File: config.mk
export PLATFORM = sky130hd
export DESIGN_NAME = keyed_watchdog
export DESIGN_NICKNAME = d
export VERILOG_FILES = /design/src/rtl/keyed_watchdog.sv
export SDC_FILE = /design/constraint.sdc
export NUM_CORES = 1
export LEC_CHECK = 0
export BUFFER_PORTS_ARGS = -buffer_cell sky130_fd_sc_hd__buf_2
export CAP_MARGIN = 20
export CORE_MARGIN = 1
export CORE_UTILIZATION = 55
export CTS_CLUSTER_SIZE = 16
export DETAILED_ROUTE_END_ITERATION = 6
export PLACE_DENSITY = 0.75
export SLEW_MARGIN = 20
export SYNTH_ARGS = -nofsm -noshare
export SYNTH_HDL_FRONTEND = slang
export SYNTH_SLANG_ARGS = --single-unit
File: constraint.sdc
create_clock -name clk -period 2.2 [get_ports clk]
set_clock_uncertainty 0.15 [all_clocks]
set_input_delay 0.44 -clock clk [delete_from_list [all_inputs] [get_ports clk]]
set_output_delay 0.44 -clock clk [all_outputs]
set_load 0.03 [all_outputs]
File: src/rtl/keyed_watchdog.sv
module keyed_watchdog #(
  parameter int TAP_BASE = 17,
  parameter logic [7:0] CLEAR_KEY = 8'h4E
) (
  input  logic       clk,
  input  logic       rst_n,
  input  logic       lp_hold,
  input  logic       wr_en,
  input  logic       wr_addr,
  input  logic [7:0] wr_data,
  output logic       wdt_rst_req,
  output logic       wdt_irq
);
  localparam int PW = TAP_BASE + 6;

  logic [PW-1:0] pre;
  logic [1:0]    cnt;
  logic [1:0]    tsel;
  logic          route_rst;
  logic [PW-1:0] mask;
  logic          tick, key_hit, ovf;

  always_comb begin
    mask = '1;
    for (int s = 0; s < 4; s++)
      if (tsel == 2'(s)) mask = PW'((64'd1 << (TAP_BASE + 6 - 2*s)) - 64'd1);
  end

  assign tick    = !lp_hold && ((pre & mask) == mask);
  assign key_hit = wr_en && wr_addr && (wr_data == CLEAR_KEY);
  assign ovf     = tick && (cnt == 2'd3) && !key_hit;

  always_ff @(posedge clk) begin
    if (!rst_n) begin
      pre         <= '0;
      cnt         <= '0;
      tsel        <= 2'd0;
      route_rst   <= 1'b1;
      wdt_rst_req <= 1'b0;
      wdt_irq     <= 1'b0;
    end else begin
      if (!lp_hold) pre <= pre + 1'b1;
      if (key_hit)   cnt <= '0;
      else if (tick) cnt <= cnt + 1'b1;
      if (wr_en && !wr_addr) begin
        tsel      <= wr_data[1:0];
        route_rst <= wr_data[2];
      end
      wdt_rst_req <= ovf && route_rst;
      wdt_irq     <= ovf && !route_rst;
    end
  end

  assert_pulse_onehot_R6: assert property (@(posedge clk) disable iff (!rst_n)
    !(wdt_rst_req && wdt_irq));
  assert_rst_single_R6: assert property (@(posedge clk) disable iff (!rst_n)
    wdt_rst_req |=> !wdt_rst_req);
  assert_irq_single_R6: assert property (@(posedge clk) disable iff (!rst_n)
    wdt_irq |=> !wdt_irq);
  assert_hold_pre_R7: assert property (@(posedge clk) disable iff (!rst_n)
    lp_hold |=> $stable(pre));
  assert_hold_cnt_R7: assert property (@(posedge clk) disable iff (!rst_n)
    (lp_hold && !key_hit) |=> $stable(cnt));
  assert_key_clear_R3: assert property (@(posedge clk) disable iff (!rst_n)
    key_hit |=> (cnt == 2'd0));
  assert_key_keeps_pre_R3: assert property (@(posedge clk) disable iff (!rst_n)
    (key_hit && !lp_hold) |=> (pre == $past(pre) + 1'b1));
  assert_bad_key_ignored_R4: assert property (@(posedge clk) disable iff (!rst_n)
    (wr_en && wr_addr && !key_hit && !tick) |=> $stable(cnt));
  assert_wrap_zero_R8: assert property (@(posedge clk) disable iff (!rst_n)
    ovf |=> (cnt == 2'd0));
endmodule

==> summary.txt, run 1 <==
Run status
  • Outcome: finished, final reports clean

Clock tree
  • Clock buffer count from CTS: 5
  • Worst-Skew Late Latency: about 0.33 ns
  • Cts repair resizes: 0
  • CTS Hold Bufs: 0
  • Clock tree buffer depth: 2
  • CTS tree: yes
  • CTS sink count: 30
  • CTS H-tree lvls: 2
  • CTS clk-pin slew, worst paths: 0.10 ns
  • Clock root cell: clkbuf_4
  • Post-CTS setup buffer count: 0

Place
  • Gpl congestion: between 0.7 and 0.8
  • DP Cell Count: ~190
  • Buffers on Ports: 14
  • Dpl hpwl: 1.97 mm

Synthesis
  • Yosys reg bits: 30
  • Distinct cells, synth: 37
  • Syn avg cell area: around 9 µm²
  • Sequential area share after synthesis: between 40% and 50%
  • Syn Nets: between 150 and 200
  • Synth Warn #: 0
  • Synth Instances: 150
  • Post-Syn Area: between 1000 and 1500 µm²

GRT
  • First-pass GRT wire length: 4.50 mm
  • Vias in the first global route: 1105
  • Grt ovf: 0
  • Pin count of the biggest net entering global routing: 24
  • Initial antenna violation count: 0
  • GRT Util Overall: around 23%

Floorplanning
  • Die span in y: about 52 µm
  • Num ports: 15
  • Die area: 2730 µm²
  • CORE AREA: between 2000 and 2500 µm²
  • Initial Util: 60.6%
  • Num rows: 17
  • Die Wd: approximately 52 µm

STA
  • # setup viols final: 0
  • Max_slew headroom: just over 70%
  • Fmax: approximately 0.52 GHz
  • Final Max Tran Viols: 0
  • Final Hold Slack: ~0.21 ns
  • Worst-Margin Slew: around 0.43 ns
  • Fin. Hold Viols: 0
  • Setup_tns: 0 ns
  • Post-layout min period: slightly below 2 ns
  • Final Cycle Share: between 80% and 90%
  • RSZ-0062 raised after global routing: no

Cells and area
  • # fillers: between 150 and 200
  • Area grow syn2layout: 12.0%
  • Antenna cells: 0
  • Core Util, Final: roughly two thirds
  • Fin nets: between 150 and 200
  • Post-route insts no fill: 199
  • Layout cells sized above 1: ~18%

Flow run
  • MaxCap Viol Count: 0

Route
  • ANT nets after route: 0
  • Wire per inst: approximately 13 µm
  • Router iterations before antenna repair: 5
  • Via count: about 1200
  • Drt drc: 0
  • DR iter-0 viols: 15
  • Vias/cell: 5.86
  • Routed Wire Length: around 2.7 mm

Worst setup path
  • Critical Path End Type: register
  • Critical Path Fanout Max: 10
  • Worst R2R Start: pre[4]
  • Crit start category: register
  • Worst reg2reg path depth: 4
  • Crit Path Class: reg2reg
  • Data required time of the worst path: between 2 and 2.5 ns
  • R2R setup slack: 0.27 ns
  • R2r endpoint: pre[15]
  • Worst Path Arrival: around 2.0 ns

Power
  • Lkg Pwr: ~0.59 nW
  • Max VDD drop: ~0.48 mV
  • Pwr dens: 599 nW/µm²
  • Total power: about 0.93 mW

Min path
  • Hold_sp: wr_data[1]
  • Hold endpoint: tsel[1]
  • Hold path depth: 3
  • HP Class: in2reg
[metal layers]
layer	track usage, %	share of wire [%]	vias to the layer above
li1	-	-	594
met1	27.5	46	542
met2	35.4	48	23
met3	7.83	3.6	8
met4	13.6	2.4	0
met5	0	0	-
[power breakdown]
part | internal (mW) | total (mW) | leakage, nW | switching (mW)
registers | 0.550 | 0.555 | 0.242 | 0.00495
clock network | 0.155 | 0.334 | 0.0353 | 0.180
logic | 0.0204 | 0.0444 | 0.312 | 0.0240
[through the flow]
stage | area [µm²] | setup slack [ns]
finish | 1560 | 0.266
global route | 1560 | 0.174
CTS | 1560 | 0.280
detailed placement | 1500 | 0.298
global placement | 1500 | 0.313
floorplan | 1390 | 0.482
[critical path, cell delays in order, from the launching register on]
cell and delay (ns):
dfxtp_1 0.40, and3_1 0.41, nand3_2 0.29, or4_1 0.47, a21oi_1 0.15
[flip-flops by register name, summed over array words and instances, names as in the netlist]
signal       flops
tsel             2
wdt_rst_req      1
wdt_irq          1
cnt              2
route_rst        1
pre             23
[cell usage in the layout, fill, tap and decap left out, types with 5 or more instances in the layout]
cell type / netlist / routed
clkbuf_4: 0 / 5
a21oi_1: 8 / 8
nand3_1: 7 / 7
nor2_1: 16 / 16
nand4_1: 6 / 6
o31ai_1: 7 / 7
xor2_1: 9 / 9
nand2_1: 11 / 11
or4_1: 8 / 8
mux2i_1: 6 / 6
buf_4: 1 / 5
buf_2: 2 / 14
dfxtp_1: 30 / 30
[worst max-delay path by stage]
stage               cells after the start  slack (ns)  endpoint    start
finish                                  4        0.27   pre[15]   pre[4]
global route                            4        0.17   pre[15]   pre[4]
CTS                                     4        0.28   pre[17]   pre[4]
detailed placement                      5        0.30   pre[17]  lp_hold
global placement                        5        0.31   pre[15]  lp_hold
floorplan                               5        0.48   pre[17]  lp_hold
[cells by family (layout without fill, tap and decap cells)]
kind of cell / count (synthesis) / after routing / synth area share [%]
compound gates: 22 / 22 / 10.4
xor+xnor: 12 / 12 / 7.55
fa+ha+maj: 2 / 2 / 1.80
buf+inv: 9 / 30 / 3.42
flops: 30 / 30 / 43.2
mux: 6 / 6 / 4.32
simple gates: 69 / 69 / 29.3
[final cells by class]
type                       instances  area, µm²  area share, %
sequential                        30        601           38.6
inverter                           3       11.3          0.723
clock inverter                     1       5.00          0.321
multi-input combinational        111        743           47.7
clock buffer                       7       55.1           3.53
tap                               28       35.0           2.25
timing repair buffer              19        108           6.91
[cell usage after synthesis (all sizes together)]
cell type  number  area share, %
a21o            1           0.54
a21oi           8            2.9
a31oi           1           0.45
a41oi           1           0.63
and2            1           0.45
and3            1           0.45
and4            3            2.1
and4b           3            2.2
buf             4            2.1
clkbuf          2           0.54
dfxtp          30             43
ha              2            1.8
inv             3           0.81
mux2i           6            4.3
nand2          12            3.8
nand2b          3            1.3
nand3           8            3.2
nand4           6            2.7
nor2           16            4.3
nor2b           2           0.90
nor3            2           0.72
nor4            2            1.8
nor4b           1           0.63
o211ai          1           0.54
o21ai           1           0.36
o311ai          1           0.63
o31ai           7            3.8
o41ai           1           0.63
or3             1           0.45
or4             8            4.3
xnor2           3            1.9
xor2            9            5.7
No activity file was read; power rests on OpenSTA's default activity.
==> run 2: changes to the inputs <==
--- a/config.mk
+++ b/config.mk
@@ -5,9 +5,10 @@
 export SDC_FILE = /design/constraint.sdc
 export NUM_CORES = 1
 export LEC_CHECK = 0
+export ABC_AREA = 1
 export BUFFER_PORTS_ARGS = -buffer_cell sky130_fd_sc_hd__buf_2
 export CAP_MARGIN = 20
-export CORE_MARGIN = 1
+export CORE_MARGIN = 4
 export CORE_UTILIZATION = 55
 export CTS_CLUSTER_SIZE = 16
 export DETAILED_ROUTE_END_ITERATION = 6
==> constraint.sdc (replaced) <==
create_clock -name clk -period 2.2 [get_ports clk]
set_clock_uncertainty 0.15 [all_clocks]
set_input_delay 0.33 -clock clk [delete_from_list [all_inputs] [get_ports clk]]
set_output_delay 0.33 -clock clk [all_outputs]
set_load 0.03 [all_outputs]
==> summary.txt, run 2 <==
Synthesis
  • Leading area contributor after synthesis: dfxtp_1
  • Commonest cells post-synth: 49 x nand2_1, 38 x nor2_1, 30 x dfxtp_1
  • Synth Area in Simple Gates: 41.5% (+12 points)
  • Distinct cells, synth: 25 (-32%)
  • Post-synth EDFFs: 0 (unchanged)
  • Prevailing post-synth register cell: dfxtp_1
  • Synth Instances: 231 (+54%)
  • Sequential area share after synthesis: 38.2% (-5.0 points)
  • Yosys reg bits: 30 (unchanged)
  • Post-Syn Area: 1570 µm² (+13%)
  • Post-synth ARST share: 0% (unchanged)
  • Syn Nets: 246 (+49%)
  • Synth Warn #: 0 (unchanged)
  • Largest family of logic cells by synthesized area: simple AND/OR/NAND/NOR gates
  • Mux cell area share after synthesis: 0% (-4.3 points)
  • Compound-gate portion of the synthesized area: 10.4% (about the same)
  • Post-synth top area share: 38.2% (-5.0 points)
  • Syn avg cell area: 6.81 µm² (-27%)
  • Post-Synth XOR/XNOR Area: 0.557% (-7.0 points)
  • Most common cell in the netlist: nand2_1
  • Adder-Cell Fraction of Synth Area: 1.59% (-0.21 points)
  • Dominant cells by area after synthesis: dfxtp_1 38%, nand2_1 12%, nor2_1 9.1%

Worst setup path
  • Crit start category: register
  • Crit Path Class: reg2reg
  • CP Launch Point: pre[0]
  • Critical Path End Type: register
  • Worst reg2reg path depth: 8 (+4)
  • Largest stage delay, worst path: 0.38 ns (-0.09 ns)
  • CP cell instances: ha_1 > inv_1 > nor2_2 > nand2_1 > nor2_2 > nand2_1 > o21ai_1 > a21oi_1
  • R2r endpoint: pre[10]
  • R2R setup slack: 0.60 ns (+0.34 ns)
  • Worst Path Arrival: 1.68 ns (-0.36 ns)
  • Cell family with the largest share of critical-path delay: simple AND/OR/NAND/NOR gates
  • Buf/Inv on CP: 1 (+1)
  • Worst R2R Start: pre[0]
  • Data required time of the worst path: 2.28 ns (-0.03 ns)
  • Slowest CP cell: dfxtp_1
  • Critical Path Fanout Max: 5 (-5)

Cells and area
  • Antenna cells: 0 (unchanged)
  • Most frequent cells in the layout: 49 x nand2_1, 38 x nor2_1, 30 x dfxtp_1
  • Top reg by flops: pre
  • Area grow syn2layout: 11.9% (about the same)
  • Largest regs: pre x23, cnt x2, tsel x2
  • Layout cells sized above 1: 19.4% (+1.3 points)
  • Core Util, Final: 64.3% (-3.5 points)
  • Commonest non-fill, non-tap cell in the layout: nand2_1
  • Largest register FFs: 23 (unchanged)
  • # fillers: 256 (+43%)
  • Fin nets: 266 (+44%)

STA
  • Worst-Margin Slew: 0.295 ns (-0.135 ns)
  • Fmax: 0.626 GHz (+21%)
  • RSZ-0062 raised after global routing: no
  • # setup viols final: 0 (unchanged)
  • Setup_tns: 0 ns (unchanged)
  • Post-layout min period: 1.60 ns (-0.335 ns)
  • Final Cycle Share: 72.7% (-15 points)
  • Max_slew headroom: 80.3% (+9.3 points)
  • Final worst slack: 0.601 ns (+0.335 ns)
  • Final Max Tran Viols: 0 (unchanged)
  • Final Hold Slack: 0.0890 ns (-0.118 ns)
  • Fin. Hold Viols: 0 (unchanged)

Route
  • Routed Wire Length: 3.15 mm (+17%)
  • Vias/cell: 5.12 (-13%)
  • Router iterations before antenna repair: 4 (-1)
  • Wire per inst: 11.1 µm (-17%)
  • Via count: 1449 (+24%)
  • ANT nets after route: 0 (unchanged)
  • Drt drc: 0 (unchanged)
  • DR iter-0 viols: 64 (+49)

Floorplanning
  • Num ports: 15 (unchanged)
  • CORE AREA: 2730 µm² (+19%)
  • Die span in y: 61.5 µm (+18%)
  • Die Wd: 61.5 µm (+18%)
  • Initial Util: 57.5% (-3.0 points)
  • Num rows: 19 (+2)
  • Die area: 3780 µm² (+38%)

GRT
  • Vias in the first global route: 1280 (+16%)
  • Grt ovf: 0 (unchanged)
  • Initial antenna violation count: 0 (unchanged)
  • GRT Util Overall: 19.7% (-3.3 points)
  • First-pass GRT wire length: 5.54 mm (+23%)
  • Pin count of the biggest net entering global routing: 21 (-13%)

Clock tree
  • Worst-Skew Late Latency: 0.32 ns (about the same)
  • CTS sink count: 30 (unchanged)
  • Clock root cell: clkbuf_4
  • CTS tree: yes
  • Clock buffer count from CTS: 5 (unchanged)
  • Cts repair resizes: 0 (unchanged)
  • CTS Hold Bufs: 0 (unchanged)
  • Post-CTS setup buffer count: 0 (unchanged)
  • CTS clk-pin slew, worst paths: 0.10 ns (about the same)
  • CTS H-tree lvls: 2 (unchanged)
  • Clock tree buffer depth: 2 (unchanged)

Place
  • DP Worst Slack: 0.606 ns (+0.308 ns)
  • Dpl hpwl: 2.39 mm (+21%)
  • Gpl congestion: 0.871 (+13%)
  • Buffers on Ports: 14 (unchanged)

Flow run
  • MaxCap Viol Count: 0 (unchanged)

Power
  • Max VDD drop: 0.466 mV (-3.7%)
  • Pwr dens: 577 nW/µm² (-3.7%)
  • Total power: 1.02 mW (+8.8%)
  • Lkg Pwr: 0.697 nW (+18%)

Run status
  • Outcome: finished, final reports clean

Min path
  • Hold_sp: wr_data[2]
  • HP Class: in2reg
  • Hold endpoint: route_rst
  • Hold path depth: 3 (unchanged)
-- run 2: cell types whose count changed in the layout (fill, tap and decap cells not counted), sizes merged, moves of 6 or more --
cell	previous run	this run
nor2	16	51
o21ai	1	12
nand2	12	55
o31ai	7	0
mux2i	6	0
or4	8	0
a21oi	8	15
nand3	8	14
inv	3	30
xor2	9	0
-- run 2: worst max-delay path by stage --
| stage | end | slack (ns) | depth (start not counted) |
|---|---|---|---|
| detailed placement | pre[10] | 0.61 | 8 |
| global placement | pre[10] | 0.60 | 8 |
| floorplan | pre[10] | 0.76 | 8 |
| finish | pre[10] | 0.60 | 8 |
| global route | pre[20] | 0.42 | 8 |
| CTS | pre[10] | 0.59 | 8 |
-- run 2: report_power, final --
part / total (mW) / internal (mW) / switching, mW
sequential: 0.555 / 0.550 / 0.00479
clock: 0.406 / 0.218 / 0.188
combinational: 0.0548 / 0.0219 / 0.0328
total: 1.02 / 0.790 / 0.225
-- run 2: cells by family (layout without fill, tap and decap cells) --
group | after synthesis | after routing
buf+inv | 32 | 53
simple gates | 135 | 135
flops | 30 | 30
xor+xnor | 1 | 1
compound gates | 31 | 31
fa+ha+maj | 2 | 2
-- run 2: through the flow --
stage                     instances  instance area [µm²]
after floorplan                 231                 1570
after global placement          275                 1680
after detailed placement        275                 1680
after CTS                       283                 1760
after global routing            283                 1760
final                           283                 1760
-- run 2: worst reg2reg max path, cell delays in order, from the launching register on --
cell,delay (ns)
dfxtp_1,0.38
ha_1,0.18
inv_1,0.06
nor2_2,0.13
nand2_1,0.17
nor2_2,0.19
nand2_1,0.09
o21ai_1,0.12
a21oi_1,0.04
-- run 2: metal layers --
layer | routed length, µm | track usage [%] | vias up
li1 | - | - | 781
met1 | 1600 | 27.2 | 632
met2 | 1370 | 29.6 | 31
met3 | 142 | 6.29 | 5
met4 | 42 | 5.76 | 0
met5 | 0 | 0 | -
-- run 2: cell type report --
type	instances	area [µm²]	area share, %
clock buffer	8	78.8	4.48
inverter	30	113	6.40
multi-input combinational	169	851	48.4
sequential	30	601	34.1
tap	31	38.8	2.20
timing repair buffer	15	77.6	4.41
==> run 3: changes to the inputs <==
--- a/config.mk
+++ b/config.mk
@@ -9,10 +9,10 @@
 export BUFFER_PORTS_ARGS = -buffer_cell sky130_fd_sc_hd__buf_2
 export CAP_MARGIN = 20
 export CORE_MARGIN = 4
-export CORE_UTILIZATION = 55
+export CORE_UTILIZATION = 52
 export CTS_CLUSTER_SIZE = 16
 export DETAILED_ROUTE_END_ITERATION = 6
-export PLACE_DENSITY = 0.75
+export PLACE_DENSITY = 0.74
 export SLEW_MARGIN = 20
 export SYNTH_ARGS = -nofsm -noshare
 export SYNTH_HDL_FRONTEND = slang
==> constraint.sdc (replaced) <==
create_clock -name clk -period 1.4 [get_ports clk]
set_clock_uncertainty 0.15 [all_clocks]
set_input_delay 0.21 -clock clk [delete_from_list [all_inputs] [get_ports clk]]
set_output_delay 0.21 -clock clk [all_outputs]
set_load 0.03 [all_outputs]
==> summary.txt, run 3 (synthesis gave the netlist of run 2 again) <==
Floorplanning
  • Die span in y: 63.0 µm (+2.5%)
  • CORE AREA: 2830 µm² (+3.5%)
  • Die Wd: 63.0 µm (+2.5%)
  • Num rows: 19 (unchanged)
  • Die area: 3970 µm² (+5.0%)
  • Num ports: 15 (unchanged)
  • Initial Util: 55.6% (-1.9 points)

Cells and area
  • Core Util, Final: 76.3% (+12 points)
  • Area grow syn2layout: 37.2%
  • Antenna cells: 0 (unchanged)
  • Multi-input logic area: 992 µm² (+17%)
  • Post-Layout Inst Area: 2160 µm² (+23%)
  • Most frequent cells in the layout: 39 x nand2_1, 34 x nor2_1, 24 x inv_1
  • Fin nets: 296 (+11%)
  • Largest register FFs: 23 (unchanged)
  • Reg area: 623 µm² (+3.8%)
  • # fillers: 209 (-18%)
  • Top reg by flops: pre
  • Largest regs: pre x23, cnt x2, tsel x2
  • Layout cells sized above 1: 40.1% (+21 points)
  • Commonest non-fill, non-tap cell in the layout: nand2_1

STA
  • Worst-Margin Slew: 0.296 ns (+0.00106 ns)
  • Final Cycle Share: 107% (+35 points)
  • Fin. Hold Viols: 0 (unchanged)
  • Setup_tns: -0.712 ns (-0.712 ns)
  • Fmax: 0.666 GHz (+6.5%)
  • # setup viols final: 14 (+14)
  • Final Hold Slack: 0.0650 ns (-0.0240 ns)
  • RSZ-0062 raised after global routing: yes
  • Final worst slack: -0.101 ns (-0.702 ns)
  • Final Max Tran Viols: 0 (unchanged)
  • Post-layout min period: 1.50 ns (-0.0979 ns)
  • Max_slew headroom: 80.1% (-0.15 points)

Worst setup path
  • Crit start category: register
  • Critical Path End Type: register
  • Critical Path Fanout Max: 5 (unchanged)
  • CP Launch Point: pre[0]
  • Worst Path Arrival: 1.58 ns (-0.10 ns)
  • Worst R2R Start: pre[0]
  • Crit Path Class: reg2reg
  • Data required time of the worst path: 1.48 ns (-0.80 ns)

Min path
  • Hold_sp: wr_addr
  • HP Class: in2reg

Clock tree
  • Clock root cell: clkbuf_4
  • Clock tree buffer depth: 2 (unchanged)
  • Clock buffer count from CTS: 5 (unchanged)
  • CTS sink count: 30 (unchanged)
  • CTS clk-pin slew, worst paths: 0.09 ns (about the same)
  • Worst-Skew Late Latency: 0.33 ns (about the same)
  • CTS H-tree lvls: 2 (unchanged)
  • CTS tree: yes

Route
  • Routed Wire Length: 4.03 mm (+28%)
  • Vias/cell: 5.21 (+1.8%)
  • Wire per inst: 12.9 µm (+16%)
  • ANT nets after route: 0 (unchanged)
  • Via count: 1631 (+13%)
  • DR iter-0 viols: 84 (+31%)
  • Router iterations before antenna repair: 4 (unchanged)
  • Drt drc: 0 (unchanged)

GRT
  • Vias in the first global route: 1535 (+20%)
  • GRT Util Overall: 21.1% (+1.3 points)
  • Initial antenna violation count: 0 (unchanged)
  • Grt ovf: 0 (unchanged)
  • Pin count of the biggest net entering global routing: 21 (unchanged)
  • First-pass GRT wire length: 6.62 mm (+20%)

Flow run
  • MaxCap Viol Count: 0 (unchanged)

Run status
  • Outcome: finished, violations left
  • Violated checks: negative setup slack

Place
  • Placed inst area: 1780 µm² (+5.8%)
  • Buffers on Ports: 14 (unchanged)
  • Gpl congestion: 0.839 (-3.7%)
  • Dpl hpwl: 2.55 mm (+6.9%)

Power
  • Lkg Pwr: 0.910 nW (+31%)
  • Pwr dens: 711 nW/µm² (+23%)
  • Max VDD drop: 0.582 mV (+25%)
  • Total power: 1.53 mW (+51%)
==> run 3: area by class of cell <==
type	instances	share of cell area [%]
inverter	30	5.33
timing repair buffer	45	15.2
sequential	30	28.9
clock inverter	1	0.232
multi-input combinational	169	46.0
tap	31	1.80
clock buffer	7	2.55
==> run 3: what timing repair did <==
item | 4_1_cts | 5_1_grt
endpoints found under the setup margin | 17 | 24
gates resized for setup | 24 | 37
hold buffers | 3 | 0
cloned | 0 | 0
pin swaps | 9 | 23
hold endpoints to repair | 3 | 0
buffers inserted | 4 | 11
==> run 3: worst paths after layout <==
path | endpoint | slack (ns) | cells past startpoint
max | pre[21] | -0.10 | 9
min | tsel[1] | 0.06 | 4
min reg2reg | pre[10] | 0.30 | 2
max reg2reg | pre[21] | -0.10 | 9
==> run 3: worst max-delay path, cell delays in order, from the launching register on <==
cell and delay [ns]:
dfxtp_4 0.38, buf_6 0.10, nand2_4 0.05, nor2_4 0.17, buf_6 0.13, nand3_4 0.09
nor2_4 0.16, nand3_2 0.07, nand2_1 0.07, nor2_1 0.04
==> run 3: routing by layer <==
metal  up-vias  GRT usage [%]  share of wire, %
met5         -              0                 0
li1        848              -                 -
met4         0           11.0               3.0
met1       723           24.5                45
met2        48           34.3                47
met3        12           6.83               5.0
==> run 3: power breakdown <==
group	total (mW)	internal, mW	switching, mW
combinational	0.127	0.0594	0.0680
sequential	0.872	0.862	0.0105
clock	0.534	0.243	0.291
==> run 3: metrics by stage <==
| stage | instances | worst slack (ns) |
|---|---|---|
| floorplan | 231 | -0.0105 |
| global placement | 287 | -0.0736 |
| detailed placement | 287 | -0.167 |
| CTS | 302 | -0.0314 |
| global route | 313 | -0.184 |
| finish | 313 | -0.101 |
